==> config.mk <==
export PLATFORM = sky130hd
export DESIGN_NAME = xlat_unit
export DESIGN_NICKNAME = d
export VERILOG_FILES = /design/src/rtl/xlat_pkg.sv /design/src/rtl/xlat_lru.sv /design/src/rtl/xlat_cache.sv /design/src/rtl/xlat_walk.sv /design/src/rtl/xlat_unit.sv
export SDC_FILE = /design/constraint.sdc
export NUM_CORES = 1
export LEC_CHECK = 0
export CAP_MARGIN = 15
export CORE_ASPECT_RATIO = 0.5
export CORE_MARGIN = 1
export CORE_UTILIZATION = 50
export CTS_CLUSTER_SIZE = 12
export DETAILED_ROUTE_END_ITERATION = 10
export PLACE_DENSITY_LB_ADDON = 0.1
export SETUP_SLACK_MARGIN = 0.4
export SLEW_MARGIN = 20
export SYNTH_ARGS = -nofsm -noshare
export SYNTH_HDL_FRONTEND = slang
export SYNTH_SLANG_ARGS = --single-unit
==> constraint.sdc <==
create_clock -name clk_i -period 2.9 [get_ports clk_i]
set_clock_uncertainty 0.1 [all_clocks]
set_input_delay 0.58 -clock clk_i [delete_from_list [all_inputs] [get_ports clk_i]]
set_output_delay 0.58 -clock clk_i [all_outputs]
set_load 0.1 [all_outputs]
==> src/rtl/xlat_pkg.sv <==
package xlat_pkg;
  localparam int PTE_VALID_BIT = 0;
  localparam int PTE_DIRTY_BIT = 1;
  localparam int PTE_FN_LSB    = 2;

  typedef enum logic [1:0] {
    ST_IDLE,
    ST_WALK,
    ST_WB,
    ST_RESP
  } walk_state_e;
endpackage

==> src/rtl/xlat_lru.sv <==
module xlat_lru #(
  parameter int N = 4,
  localparam int IW = (N > 1) ? $clog2(N) : 1
) (
  input  logic          clk_i,
  input  logic          rst_ni,
  input  logic          flush_i,
  input  logic          touch_i,
  input  logic [IW-1:0] touch_idx_i,
  input  logic [N-1:0]  valid_i,
  output logic [IW-1:0] victim_o
);
  // age 0 = most recent, N-1 = least recent; ages stay a permutation
  logic [IW-1:0] age_q [N];

  always_ff @(posedge clk_i or negedge rst_ni) begin
    if (!rst_ni) begin
      for (int i = 0; i < N; i++) age_q[i] <= IW'(i);
    end else if (flush_i) begin
      for (int i = 0; i < N; i++) age_q[i] <= IW'(i);
    end else if (touch_i) begin
      for (int i = 0; i < N; i++) begin
        if (IW'(i) == touch_idx_i)            age_q[i] <= '0;
        else if (age_q[i] < age_q[touch_idx_i]) age_q[i] <= age_q[i] + 1'b1;
      end
    end
  end

  always_comb begin
    logic found;
    found    = 1'b0;
    victim_o = '0;
    for (int i = 0; i < N; i++) begin
      if (!found && !valid_i[i]) begin
        victim_o = IW'(i);
        found    = 1'b1;
      end
    end
    if (!found) begin
      for (int i = 0; i < N; i++)
        if (age_q[i] == IW'(N - 1)) victim_o = IW'(i);
    end
  end

  logic [N-1:0] age_seen;
  always_comb begin
    age_seen = '0;
    for (int i = 0; i < N; i++) age_seen[age_q[i]] = 1'b1;
  end

  assert_lru_perm_R7: assert property (@(posedge clk_i) disable iff (!rst_ni)
    &age_seen);
  assert_lru_touch_R7: assert property (@(posedge clk_i) disable iff (!rst_ni)
    touch_i && !flush_i |=> age_q[$past(touch_idx_i)] == '0);
endmodule

==> src/rtl/xlat_cache.sv <==
module xlat_cache #(
  parameter int N     = 4,
  parameter int VPN_W = 4,
  parameter int FN_W  = 3,
  localparam int IW   = (N > 1) ? $clog2(N) : 1
) (
  input  logic             clk_i,
  input  logic             rst_ni,
  input  logic             flush_i,
  input  logic [VPN_W-1:0] lk_vpn_i,
  output logic             lk_hit_o,
  output logic [IW-1:0]    lk_idx_o,
  output logic [FN_W-1:0]  lk_fn_o,
  output logic             lk_dirty_o,
  input  logic             wr_i,
  input  logic [IW-1:0]    wr_idx_i,
  input  logic [VPN_W-1:0] wr_vpn_i,
  input  logic [FN_W-1:0]  wr_fn_i,
  input  logic             wr_dirty_i,
  output logic [N-1:0]     valid_o
);
  logic [N-1:0]     val_q;
  logic [VPN_W-1:0] vpn_q [N];
  logic [FN_W-1:0]  fn_q  [N];
  logic [N-1:0]     dirty_q;
  logic [N-1:0]     hit_vec;

  for (genvar g = 0; g < N; g++) begin : g_slot
    always_ff @(posedge clk_i or negedge rst_ni) begin
      if (!rst_ni) begin
        val_q[g]   <= 1'b0;
        vpn_q[g]   <= '0;
        fn_q[g]    <= '0;
        dirty_q[g] <= 1'b0;
      end else if (flush_i) begin
        val_q[g]   <= 1'b0;
      end else if (wr_i && wr_idx_i == IW'(g)) begin
        val_q[g]   <= 1'b1;
        vpn_q[g]   <= wr_vpn_i;
        fn_q[g]    <= wr_fn_i;
        dirty_q[g] <= wr_dirty_i;
      end
    end
    assign hit_vec[g] = val_q[g] && (vpn_q[g] == lk_vpn_i);
  end

  always_comb begin
    lk_idx_o   = '0;
    lk_fn_o    = '0;
    lk_dirty_o = 1'b0;
    for (int i = 0; i < N; i++) begin
      if (hit_vec[i]) begin
        lk_idx_o   = IW'(i);
        lk_fn_o    = fn_q[i];
        lk_dirty_o = dirty_q[i];
      end
    end
  end

  assign lk_hit_o = |hit_vec;
  assign valid_o  = val_q;

  assert_cache_unique_R4: assert property (@(posedge clk_i) disable iff (!rst_ni)
    $onehot0(hit_vec));
  assert_cache_flush_R5: assert property (@(posedge clk_i) disable iff (!rst_ni)
    flush_i |=> val_q == '0);
endmodule

==> src/rtl/xlat_walk.sv <==
module xlat_walk
  import xlat_pkg::*;
#(
  parameter int VA_W        = 7,
  parameter int PA_W        = 6,
  parameter int OFF_W       = 3,
  parameter int MA_W        = 8,
  parameter int PTE_W       = 8,
  parameter int ENTRY_BYTES = 2,
  parameter int N           = 4,
  localparam int VPN_W      = VA_W - OFF_W,
  localparam int FN_W       = PA_W - OFF_W,
  localparam int IW         = (N > 1) ? $clog2(N) : 1
) (
  input  logic             clk_i,
  input  logic             rst_ni,
  input  logic [MA_W-1:0]  base_i,
  input  logic             req_valid_i,
  output logic             req_ready_o,
  input  logic [VA_W-1:0]  req_va_i,
  input  logic             req_store_i,
  output logic [VPN_W-1:0] lk_vpn_o,
  input  logic             lk_hit_i,
  input  logic [IW-1:0]    lk_idx_i,
  input  logic [FN_W-1:0]  lk_fn_i,
  input  logic             lk_dirty_i,
  input  logic [IW-1:0]    victim_i,
  output logic             touch_o,
  output logic [IW-1:0]    touch_idx_o,
  output logic             fill_o,
  output logic [IW-1:0]    fill_idx_o,
  output logic [VPN_W-1:0] fill_vpn_o,
  output logic [FN_W-1:0]  fill_fn_o,
  output logic             fill_dirty_o,
  output logic             rsp_valid_o,
  output logic [PA_W-1:0]  rsp_pa_o,
  output logic             rsp_fault_o,
  output logic             mem_rd_o,
  output logic [MA_W-1:0]  mem_addr_o,
  input  logic [PTE_W-1:0] mem_rdata_i,
  input  logic             mem_rvalid_i,
  output logic             mem_wr_o,
  output logic [PTE_W-1:0] mem_wdata_o
);
  walk_state_e      state_q, state_d;
  logic [VA_W-1:0]  va_q;
  logic             store_q, hit_q, fault_q;
  logic [IW-1:0]    idx_q;
  logic [FN_W-1:0]  fn_q;
  logic [PTE_W-1:0] pte_q;
  logic             accept, pte_ok, pte_dirty;

  assign accept    = req_valid_i && (state_q == ST_IDLE);
  assign pte_ok    = mem_rdata_i[PTE_VALID_BIT];
  assign pte_dirty = mem_rdata_i[PTE_DIRTY_BIT];

  always_comb begin
    state_d = state_q;
    unique case (state_q)
      ST_IDLE: if (accept)
                 state_d = (lk_hit_i && (!req_store_i || lk_dirty_i)) ? ST_RESP : ST_WALK;
      ST_WALK: if (mem_rvalid_i)
                 state_d = (pte_ok && store_q && !pte_dirty) ? ST_WB : ST_RESP;
      ST_WB:   state_d = ST_RESP;
      ST_RESP: state_d = ST_IDLE;
      default: state_d = ST_IDLE;
    endcase
  end

  always_ff @(posedge clk_i or negedge rst_ni) begin
    if (!rst_ni) begin
      state_q <= ST_IDLE;
      va_q    <= '0;
      store_q <= 1'b0;
      hit_q   <= 1'b0;
      fault_q <= 1'b0;
      idx_q   <= '0;
      fn_q    <= '0;
      pte_q   <= '0;
    end else begin
      state_q <= state_d;
      if (accept) begin
        va_q    <= req_va_i;
        store_q <= req_store_i;
        hit_q   <= lk_hit_i;
        idx_q   <= lk_idx_i;
        fn_q    <= lk_fn_i;
        fault_q <= 1'b0;
      end
      if (state_q == ST_WALK && mem_rvalid_i) begin
        pte_q   <= mem_rdata_i;
        fault_q <= !pte_ok;
        fn_q    <= mem_rdata_i[PTE_FN_LSB +: FN_W];
      end
    end
  end

  assign req_ready_o  = (state_q == ST_IDLE);
  assign lk_vpn_o     = req_va_i[VA_W-1:OFF_W];

  assign fill_o       = (state_q == ST_WALK) && mem_rvalid_i && pte_ok;
  assign fill_idx_o   = hit_q ? idx_q : victim_i;
  assign fill_vpn_o   = va_q[VA_W-1:OFF_W];
  assign fill_fn_o    = mem_rdata_i[PTE_FN_LSB +: FN_W];
  assign fill_dirty_o = pte_dirty || store_q;

  assign touch_o      = (accept && lk_hit_i) || fill_o;
  assign touch_idx_o  = accept ? lk_idx_i : fill_idx_o;

  assign mem_rd_o     = (state_q == ST_WALK);
  assign mem_wr_o     = (state_q == ST_WB);
  assign mem_addr_o   = base_i + MA_W'(va_q[VA_W-1:OFF_W]) * MA_W'(ENTRY_BYTES);
  assign mem_wdata_o  = pte_q | PTE_W'(1 << PTE_DIRTY_BIT);

  assign rsp_valid_o  = (state_q == ST_RESP);
  assign rsp_fault_o  = rsp_valid_o && fault_q;
  assign rsp_pa_o     = (rsp_valid_o && !fault_q) ? {fn_q, va_q[OFF_W-1:0]} : '0;

  assert_rd_hold_R2: assert property (@(posedge clk_i) disable iff (!rst_ni)
    mem_rd_o && !mem_rvalid_i |=> mem_rd_o && $stable(mem_addr_o));
  assert_wb_dirty_R6: assert property (@(posedge clk_i) disable iff (!rst_ni)
    mem_wr_o |-> mem_wdata_o[PTE_DIRTY_BIT] && mem_wdata_o[PTE_VALID_BIT]);
  assert_wb_after_rd_R6: assert property (@(posedge clk_i) disable iff (!rst_ni)
    mem_wr_o |-> $past(mem_rd_o) && $past(mem_rvalid_i));
  assert_fault_nofill_R3: assert property (@(posedge clk_i) disable iff (!rst_ni)
    rsp_fault_o |-> rsp_pa_o == '0 && !$past(fill_o));
  assert_rsp_pulse_R8: assert property (@(posedge clk_i) disable iff (!rst_ni)
    rsp_valid_o |=> !rsp_valid_o);
  assert_busy_R8: assert property (@(posedge clk_i) disable iff (!rst_ni)
    req_valid_i && req_ready_o |=> !req_ready_o);
endmodule

==> src/rtl/xlat_unit.sv <==
module xlat_unit #(
  parameter int VA_W        = 7,
  parameter int PA_W        = 6,
  parameter int OFF_W       = 3,
  parameter int MA_W        = 8,
  parameter int PTE_W       = 8,
  parameter int ENTRY_BYTES = 2,
  parameter int CACHE_N     = 4
) (
  input  logic             clk_i,
  input  logic             rst_ni,
  input  logic             base_we_i,
  input  logic [MA_W-1:0]  base_i,
  input  logic             req_valid_i,
  output logic             req_ready_o,
  input  logic [VA_W-1:0]  req_va_i,
  input  logic             req_store_i,
  output logic             rsp_valid_o,
  output logic [PA_W-1:0]  rsp_pa_o,
  output logic             rsp_fault_o,
  output logic             mem_rd_o,
  output logic [MA_W-1:0]  mem_addr_o,
  input  logic [PTE_W-1:0] mem_rdata_i,
  input  logic             mem_rvalid_i,
  output logic             mem_wr_o,
  output logic [PTE_W-1:0] mem_wdata_o
);
  localparam int VPN_W = VA_W - OFF_W;
  localparam int FN_W  = PA_W - OFF_W;
  localparam int IW    = (CACHE_N > 1) ? $clog2(CACHE_N) : 1;

  logic [MA_W-1:0]    base_q;
  logic [VPN_W-1:0]   lk_vpn, fill_vpn;
  logic               lk_hit, lk_dirty, touch, fill, fill_dirty;
  logic [IW-1:0]      lk_idx, victim, touch_idx, fill_idx;
  logic [FN_W-1:0]    lk_fn, fill_fn;
  logic [CACHE_N-1:0] slot_valid;

  always_ff @(posedge clk_i or negedge rst_ni) begin
    if (!rst_ni)        base_q <= '0;
    else if (base_we_i) base_q <= base_i;
  end

  xlat_cache #(.N(CACHE_N), .VPN_W(VPN_W), .FN_W(FN_W)) u_cache (
    .clk_i, .rst_ni,
    .flush_i    (base_we_i),
    .lk_vpn_i   (lk_vpn),
    .lk_hit_o   (lk_hit),
    .lk_idx_o   (lk_idx),
    .lk_fn_o    (lk_fn),
    .lk_dirty_o (lk_dirty),
    .wr_i       (fill),
    .wr_idx_i   (fill_idx),
    .wr_vpn_i   (fill_vpn),
    .wr_fn_i    (fill_fn),
    .wr_dirty_i (fill_dirty),
    .valid_o    (slot_valid)
  );

  xlat_lru #(.N(CACHE_N)) u_lru (
    .clk_i, .rst_ni,
    .flush_i     (base_we_i),
    .touch_i     (touch),
    .touch_idx_i (touch_idx),
    .valid_i     (slot_valid),
    .victim_o    (victim)
  );

  xlat_walk #(
    .VA_W(VA_W), .PA_W(PA_W), .OFF_W(OFF_W), .MA_W(MA_W),
    .PTE_W(PTE_W), .ENTRY_BYTES(ENTRY_BYTES), .N(CACHE_N)
  ) u_walk (
    .clk_i, .rst_ni,
    .base_i       (base_q),
    .req_valid_i, .req_ready_o, .req_va_i, .req_store_i,
    .lk_vpn_o     (lk_vpn),
    .lk_hit_i     (lk_hit),
    .lk_idx_i     (lk_idx),
    .lk_fn_i      (lk_fn),
    .lk_dirty_i   (lk_dirty),
    .victim_i     (victim),
    .touch_o      (touch),
    .touch_idx_o  (touch_idx),
    .fill_o       (fill),
    .fill_idx_o   (fill_idx),
    .fill_vpn_o   (fill_vpn),
    .fill_fn_o    (fill_fn),
    .fill_dirty_o (fill_dirty),
    .rsp_valid_o, .rsp_pa_o, .rsp_fault_o,
    .mem_rd_o, .mem_addr_o, .mem_rdata_i, .mem_rvalid_i,
    .mem_wr_o, .mem_wdata_o
  );

  assert_idle_quiet_R9: assert property (@(posedge clk_i) disable iff (!rst_ni)
    req_ready_o |-> !mem_rd_o && !mem_wr_o && !rsp_valid_o);
endmodule

==> metrics.md, run 1 <==
| Metric | Value |
|---|---|
| Number of library cell types mapped by synthesis | `67` |
| First-pass GRT wire length | `18240 µm` |
| Clock tree root driver cell | `clkbuf_16` |
| Max incr delay on CP | `550 ps` |
| Hold Path Class | `primary input to asynchronous set/reset pin` |
| Critical R2R Launch | `u_lru.age_q[3]` |
| Synth Flop Type | `dfrtp_1` |
| Worst VDD drop | `1010 µV` |
| Reg power frac | `0.245` |
| RePlAce Congestion | `0.8404` |
| Post-route ant nets | `0` |
| H-tree levels | `3` |
| Number of I/O port buffers | `54` |
| Gr usage total | `0.2766` |
| Async S/R FF share, synth | `1.000` |
| Critical Path Source | `u_lru.age_q[3]` |
| Antenna violations before repair | `0` |
| Cell at the slowest stage of the critical path | `dfstp_2` |
| Relative max-transition margin | `0.3544` |
| Worst-Margin Slew | `968.3 ps` |
| Clk_lat worst skew | `340 ps` |
| Critical setup path kind | `flop to flop` |
| Power per cell area | `1058 mW/mm²` |
| Post-route worst setup slack | `18.58 ps` |
| Max cap viols | `0` |
| Chip height | `66.70 µm` |
| Non-Filler Instances | `652` |
| Core ar. | `0.008058 mm²` |
| Worst EP required | `3000 ps` |
| Number of buffers created by CTS | `9` |
| Via count | `3564` |
| Min Tclk post-route | `2881 ps` |
| Hold slack | `264.6 ps` |
| Final worst path period share | `0.9936` |
| Vias in the first global route | `3578` |
| Starting Density | `0.5194` |
| # rows | `23` |
| Switch Pwr | `3080 µW` |
| Pre-CTS WS | `-532.2 ps` |
| Die area | `0.008763 mm²` |
| Setup violators final | `0` |
| Outcome | `completed` |
| CP Max Fanout | `4` |
| Post-Syn Instances | `405` |
| CTS tree | `built` |
| Leak | `0.002855 µW` |
| Mapped cell area | `0.004185 mm²` |
| Syn Nets | `447` |
| Sink Count | `76` |
| Post-synth EDFFs | `0` |
| Combinational power share | `0.586` |
| Commonest non-fill, non-tap cell in the layout | `buf_4` |
| DRT Wirelength | `11640 µm` |
| YS warnings | `0` |
| Sequential share of the synthesized area | `0.4556` |
| Worst-path cell chain | `ha_4, or4b_4, a32o_2, nand2b_4, a211oi_4, nor3_4, o31a_1, a21oi_2, o221ai_2` |
| Area grow syn2layout | `46.64%` |
| Syn_area_per_cell | `10.33 µm²` |
| Final hold viol count | `0` |
| Startpoint Class | `flop` |
| CP arrival | `2990 ps` |
| Drt wl/cell | `17.85 µm` |
| Final nets | `577` |
| Critical Path End Type | `flop` |
| Internal | `3414 µW` |
| Die X | `131.4 µm` |
| First DRT Iteration DRCs | `180` |
| Seq cells post-synth | `76` |
| CP top delay family | `compound AO/OA/AOI/OAI gates` |
| Switching share of power | `0.4743` |
| Layout cell share with drive strength beyond 1 | `0.4463` |
| Highest-count cells in the layout ignoring fill and taps | `90 x buf_4, 72 x dfrtp_1, 60 x nand2_1, 33 x mux2_2, 23 x clkdlybuf4s50_1` |
| Max clock buf depth | `2` |
| Post-CTS Hold Fix Bufs | `0` |
| First-pass detailed-route iteration total | `4` |
| Antenna diodes | `0` |
| Clk pwr share | `0.170` |
| Max Freq | `347.1 MHz` |
| Buf+Inv Stages, Crit Path | `0` |
| Via density | `5.466` |
| Remaining DRCs | `0` |
| Largest net degree at the start of global routing | `77` |
| Placed cell count | `607` |
| Top Ports | `56` |
| Worst-path clk slew | `60 ps` |
| Grt ovf | `0` |
| RSZ-0062 raised after global routing | `yes` |
| Max Slew Vio Count | `0` |
| DP HPWL | `8102 µm` |
[cell usage after synthesis, types with 5 or more instances]
master,n,area (µm²)
a21oi_1,17,85.08
a31oi_1,7,43.79
and2_1,11,68.82
buf_4,6,45.04
clkbuf_1,10,37.54
dfrtp_1,72,1802
ha_1,12,150.1
inv_1,19,71.32
mux2_2,33,371.6
nand2_1,62,232.7
nand3_1,9,45.04
nor2_1,16,60.06
nor2b_1,6,37.54
o21ai_0,21,105.1
o31ai_1,5,37.54
xnor2_1,8,70.07
xor2_1,10,87.58
[routing by layer]
metal  track usage  vias to the layer above  wire (µm)
met2        0.4707                       84       5717
met1        0.3606                     1772       5299
met4       0.08285                        0         94
met5             0                        -          0
met3       0.05784                        9        528
li1              -                     1699          -
[through the flow]
step / total power (µW) / util / instance area [µm²] / setup TNS (ps)
after floorplan: 3932 / - / 4338 / -148.7
after global placement: 4923 / 0.6688 / 5389 / -3212
after detailed placement: 4997 / 0.6688 / 5389 / -4114
after CTS: 6334 / 0.7379 / 5946 / 0
after global routing: 6800 / 0.7616 / 6137 / -362.6
final: 6493 / 0.7616 / 6137 / 0
[cells by family (layout without fill, tap and decap cells)]
group,Yosys count,count (layout),synth area share
buffers and inverters,37,172,0.04036
AND/OR/NAND/NOR,127,127,0.1558
XOR/XNOR,18,18,0.03767
AO/OA/AOI/OAI,95,95,0.1680
other,1,1,0.0008960
flip-flops,76,76,0.4556
adder cells (fa/ha/maj),14,14,0.04335
multiplexers,37,37,0.09836
[flip-flops by register name, summed over array words and instances (netlist names)]
name and count:
u_cache.fn_q 12, u_walk.fault_q 1, u_walk.hit_q 1, u_cache.dirty_q 4, u_walk.va_q 7, u_walk.store_q 1, u_lru.age_q 8, u_walk.pte_q 7
u_walk.fn_q 3, u_cache.valid_o 4, base_q 8, u_walk.idx_q 2, u_walk.state_q 2, u_cache.vpn_q 16
[timing repair]
action	4_1_cts	5_1_grt
resized for setup	43	31
cloned	0	1
pin swaps	21	21
setup buffers	16	12
setup endpoints to repair	32	40
[power groups by stage]
| stage | combinational, µW | sequential, µW | clock (µW) |
|---|---|---|---|
| after floorplan | 2040 | 1890 | 0 |
| after global placement | 3340 | 1580 | 0 |
| after detailed placement | 3400 | 1600 | 0 |
| after CTS | 3640 | 1580 | 1120 |
| after global routing | 4010 | 1620 | 1170 |
| final | 3800 | 1590 | 1100 |
[final cells by class]
class	instances	area [µm²]
multi-input combinational	292	2466
fill	514	1921
clock buffer	9	225.2
timing repair buffer	137	1261
clock inverter	7	66.31
tap	112	140.1
inverter	19	71.32
sequential	76	1907
[worst paths after layout]
path	endpoint	cells past startpoint	slack (ps)
setup reg to reg	u_lru.age_q[5]	9	20
setup / recovery	u_lru.age_q[5]	9	20
max in group asynchronous	u_cache.vpn_q[1]	1	1790
hold / removal	u_lru.age_q[2]	1	260
hold reg to reg	u_walk.va_q[1]	2	370
min in group clk_i	u_walk.va_q[1]	2	370
(Power assumes the default switching activity.)
==> inputs of run 2 (changes only) <==
--- a/config.mk
+++ b/config.mk
@@ -5,7 +5,7 @@
 export SDC_FILE = /design/constraint.sdc
 export NUM_CORES = 1
 export LEC_CHECK = 0
-export CAP_MARGIN = 15
+export CAP_MARGIN = 20
 export CORE_ASPECT_RATIO = 0.5
 export CORE_MARGIN = 1
 export CORE_UTILIZATION = 50
==> results of run 2 <==
No change in the layout: final DEF, timing and power equal those of run 1.
==> inputs of run 3 (changes only) <==
--- a/config.mk
+++ b/config.mk
@@ -6,11 +6,14 @@
 export NUM_CORES = 1
 export LEC_CHECK = 0
 export CAP_MARGIN = 20
+export CELL_PAD_IN_SITES_DETAIL_PLACEMENT = 1
+export CELL_PAD_IN_SITES_GLOBAL_PLACEMENT = 2
 export CORE_ASPECT_RATIO = 0.5
-export CORE_MARGIN = 1
-export CORE_UTILIZATION = 50
+export CORE_MARGIN = 2
+export CORE_UTILIZATION = 37
 export CTS_CLUSTER_SIZE = 12
 export DETAILED_ROUTE_END_ITERATION = 10
+export DONT_BUFFER_PORTS = 1
 export PLACE_DENSITY_LB_ADDON = 0.1
 export SETUP_SLACK_MARGIN = 0.4
 export SLEW_MARGIN = 20
==> metrics.md, run 3 (synthesis gave the netlist of run 1 again) <==
| Metric | Value |
|---|---|
| Top Ports | `56` |
| Worst-path cell chain | `ha_4, or4b_4, a32o_2, nand2b_4, a211oi_4, nor3_4, o31a_1, a21oi_1, o221ai_1` |
| Clk_lat worst skew | `340 ps` |
| Die area | `0.01223 mm²` |
| First DRT Iteration DRCs | `87` |
| Via density | `5.369` |
| DP HPWL | `8414 µm` |
| Highest-count cells in the layout ignoring fill and taps | `71 x dfrtp_1, 61 x nand2_1, 46 x buf_4, 33 x mux2_2, 18 x inv_1` |
| Final TNS setup | `0 ps` |
| Largest net degree at the start of global routing | `77` |
| Layout cell share with drive strength beyond 1 | `0.3919` |
| Area grow syn2layout | `32.32%` |
| Remaining DRCs | `0` |
| Critical Path End Type | `flop` |
| Hold slack | `33.49 ps` |
| First-pass detailed-route iteration total | `4` |
| Power per cell area | `1113 mW/mm²` |
| Max Slew Vio Count | `0` |
| Number of buffers created by CTS | `9` |
| Max incr delay on CP | `550 ps` |
| Setup violators final | `0` |
| Worst-path clk slew | `60 ps` |
| CP Max Fanout | `4` |
| Worst EP required | `2990 ps` |
| Commonest non-fill, non-tap cell in the layout | `dfrtp_1` |
| Die X | `154.4 µm` |
| Final worst path period share | `0.9634` |
| Biggest register | `u_cache.vpn_q` |
| Antenna diodes | `0` |
| Worst-Margin Slew | `910.0 ps` |
| RePlAce Congestion | `0.8468` |
| Sink Count | `76` |
| Max clock buf depth | `2` |
| Max reg flops | `16` |
| Worst VDD drop | `1157 µV` |
| Clock tree root driver cell | `clkbuf_16` |
| CP arrival | `2880 ps` |
| Critical setup path kind | `flop to flop` |
| Grt ovf | `0` |
| Relative max-transition margin | `0.3933` |
| Gr usage total | `0.2081` |
| Top flop regs | `u_cache.vpn_q x16, u_cache.fn_q x12` |
| Core ar. | `0.01101 mm²` |
| Number of I/O port buffers | `0` |
| Leak | `0.002497 µW` |
| Hold Path Class | `primary input to asynchronous set/reset pin` |
| First-pass GRT wire length | `19330 µm` |
| Antenna violations before repair | `0` |
| Cell at the slowest stage of the critical path | `dfstp_2` |
| Chip height | `79.21 µm` |
| RSZ-0062 raised after global routing | `yes` |
| H-tree levels | `3` |
| Max Freq | `357.9 MHz` |
| Max cap viols | `0` |
| Starting Density | `0.3800` |
| DRT Wirelength | `11820 µm` |
| Via count | `3286` |
| CTS tree | `built` |
| Post-route ant nets | `0` |
| Core Util, Final | `0.5028` |
| Final nets | `505` |
| Drt wl/cell | `19.32 µm` |
| Startpoint Class | `flop` |
| Outcome | `completed` |
| # rows | `27` |
| Min Tclk post-route | `2794 ps` |
| Vias in the first global route | `3641` |
| Final hold viol count | `0` |
==> run 3: cell count changes in the layout (fill, tap and decap cells not counted), sizes merged, moves of 2 or more <==
cell,delta
buf,-48
clkdlybuf4s50,-23
inv,-2
clkinv,-2
==> run 3: cell type report <==
type | count | area [µm²]
Tap cell | 145 | 181.4
Timing Repair Buffer | 65 | 658.1
Clock buffer | 10 | 239.0
Clock inverter | 5 | 60.06
Multi-Input combinational cell | 292 | 2420
Inverter | 19 | 71.32
Sequential cell | 76 | 1908
Fill cell | 1193 | 5475
==> run 3: critical path: cells and delay by family (launching register included) <==
family,cells,cell delay (ps)
AO/OA/AOI/OAI,5,1140
flip-flops,1,550
AND/OR/NAND/NOR,3,710
adder cells (fa/ha/maj),1,140
==> run 3: through the flow <==
step,total power (µW),instances,setup slack (ps),area (µm²)
2_1_floorplan,3932,405,-148.7,4338
3_3_place_gp,4558,579,31.61,4855
3_5_place_dp,4641,579,58.43,4855
4_1_cts,6112,607,37.28,5420
5_1_grt,6514,612,-14.67,5538
6_report,6166,612,106.1,5538
==> run 3: final timing paths <==
| kind | start | to | slack, ps | depth (start not counted) |
|---|---|---|---|---|
| min in group clk_i | req_va_i[0] | u_walk.va_q[0] | 250 | 2 |
| max in group asynchronous | rst_ni | u_lru.age_q[3] | 2330 | 1 |
| worst max register to register | u_lru.age_q[3] | u_lru.age_q[5] | 110 | 9 |
| worst min-delay path | rst_ni | u_walk.state_q[0] | 30 | 1 |
| worst min register to register | u_walk.va_q[0] | u_walk.va_q[0] | 370 | 2 |
| worst max-delay path | u_lru.age_q[3] | u_lru.age_q[5] | 110 | 9 |
==> run 3: report_power, final <==
group          internal (µW)  switching [µW]  total [µW]
clock network            690             461        1150
logic                   1180            1910        3090
registers               1350             570        1920
==> run 3: per-layer routing <==
| layer | GRT usage | part of all wire |
|---|---|---|
| met2 | 0.3464 | 0.47 |
| met1 | 0.2733 | 0.49 |
| met5 | 0 | 0 |
| met4 | 0.06204 | 0.0088 |
| met3 | 0.04803 | 0.039 |
==> run 3: timing repair <==
item                       in CTS  in global routing
hold endpoints to repair       76                  0
gates cloned                    0                  1
pin swaps                      15                  5
buffers inserted               12                  4
hold buffers                    1                  0
setup endpoints to repair      26                 36
gates resized for setup        34                 20
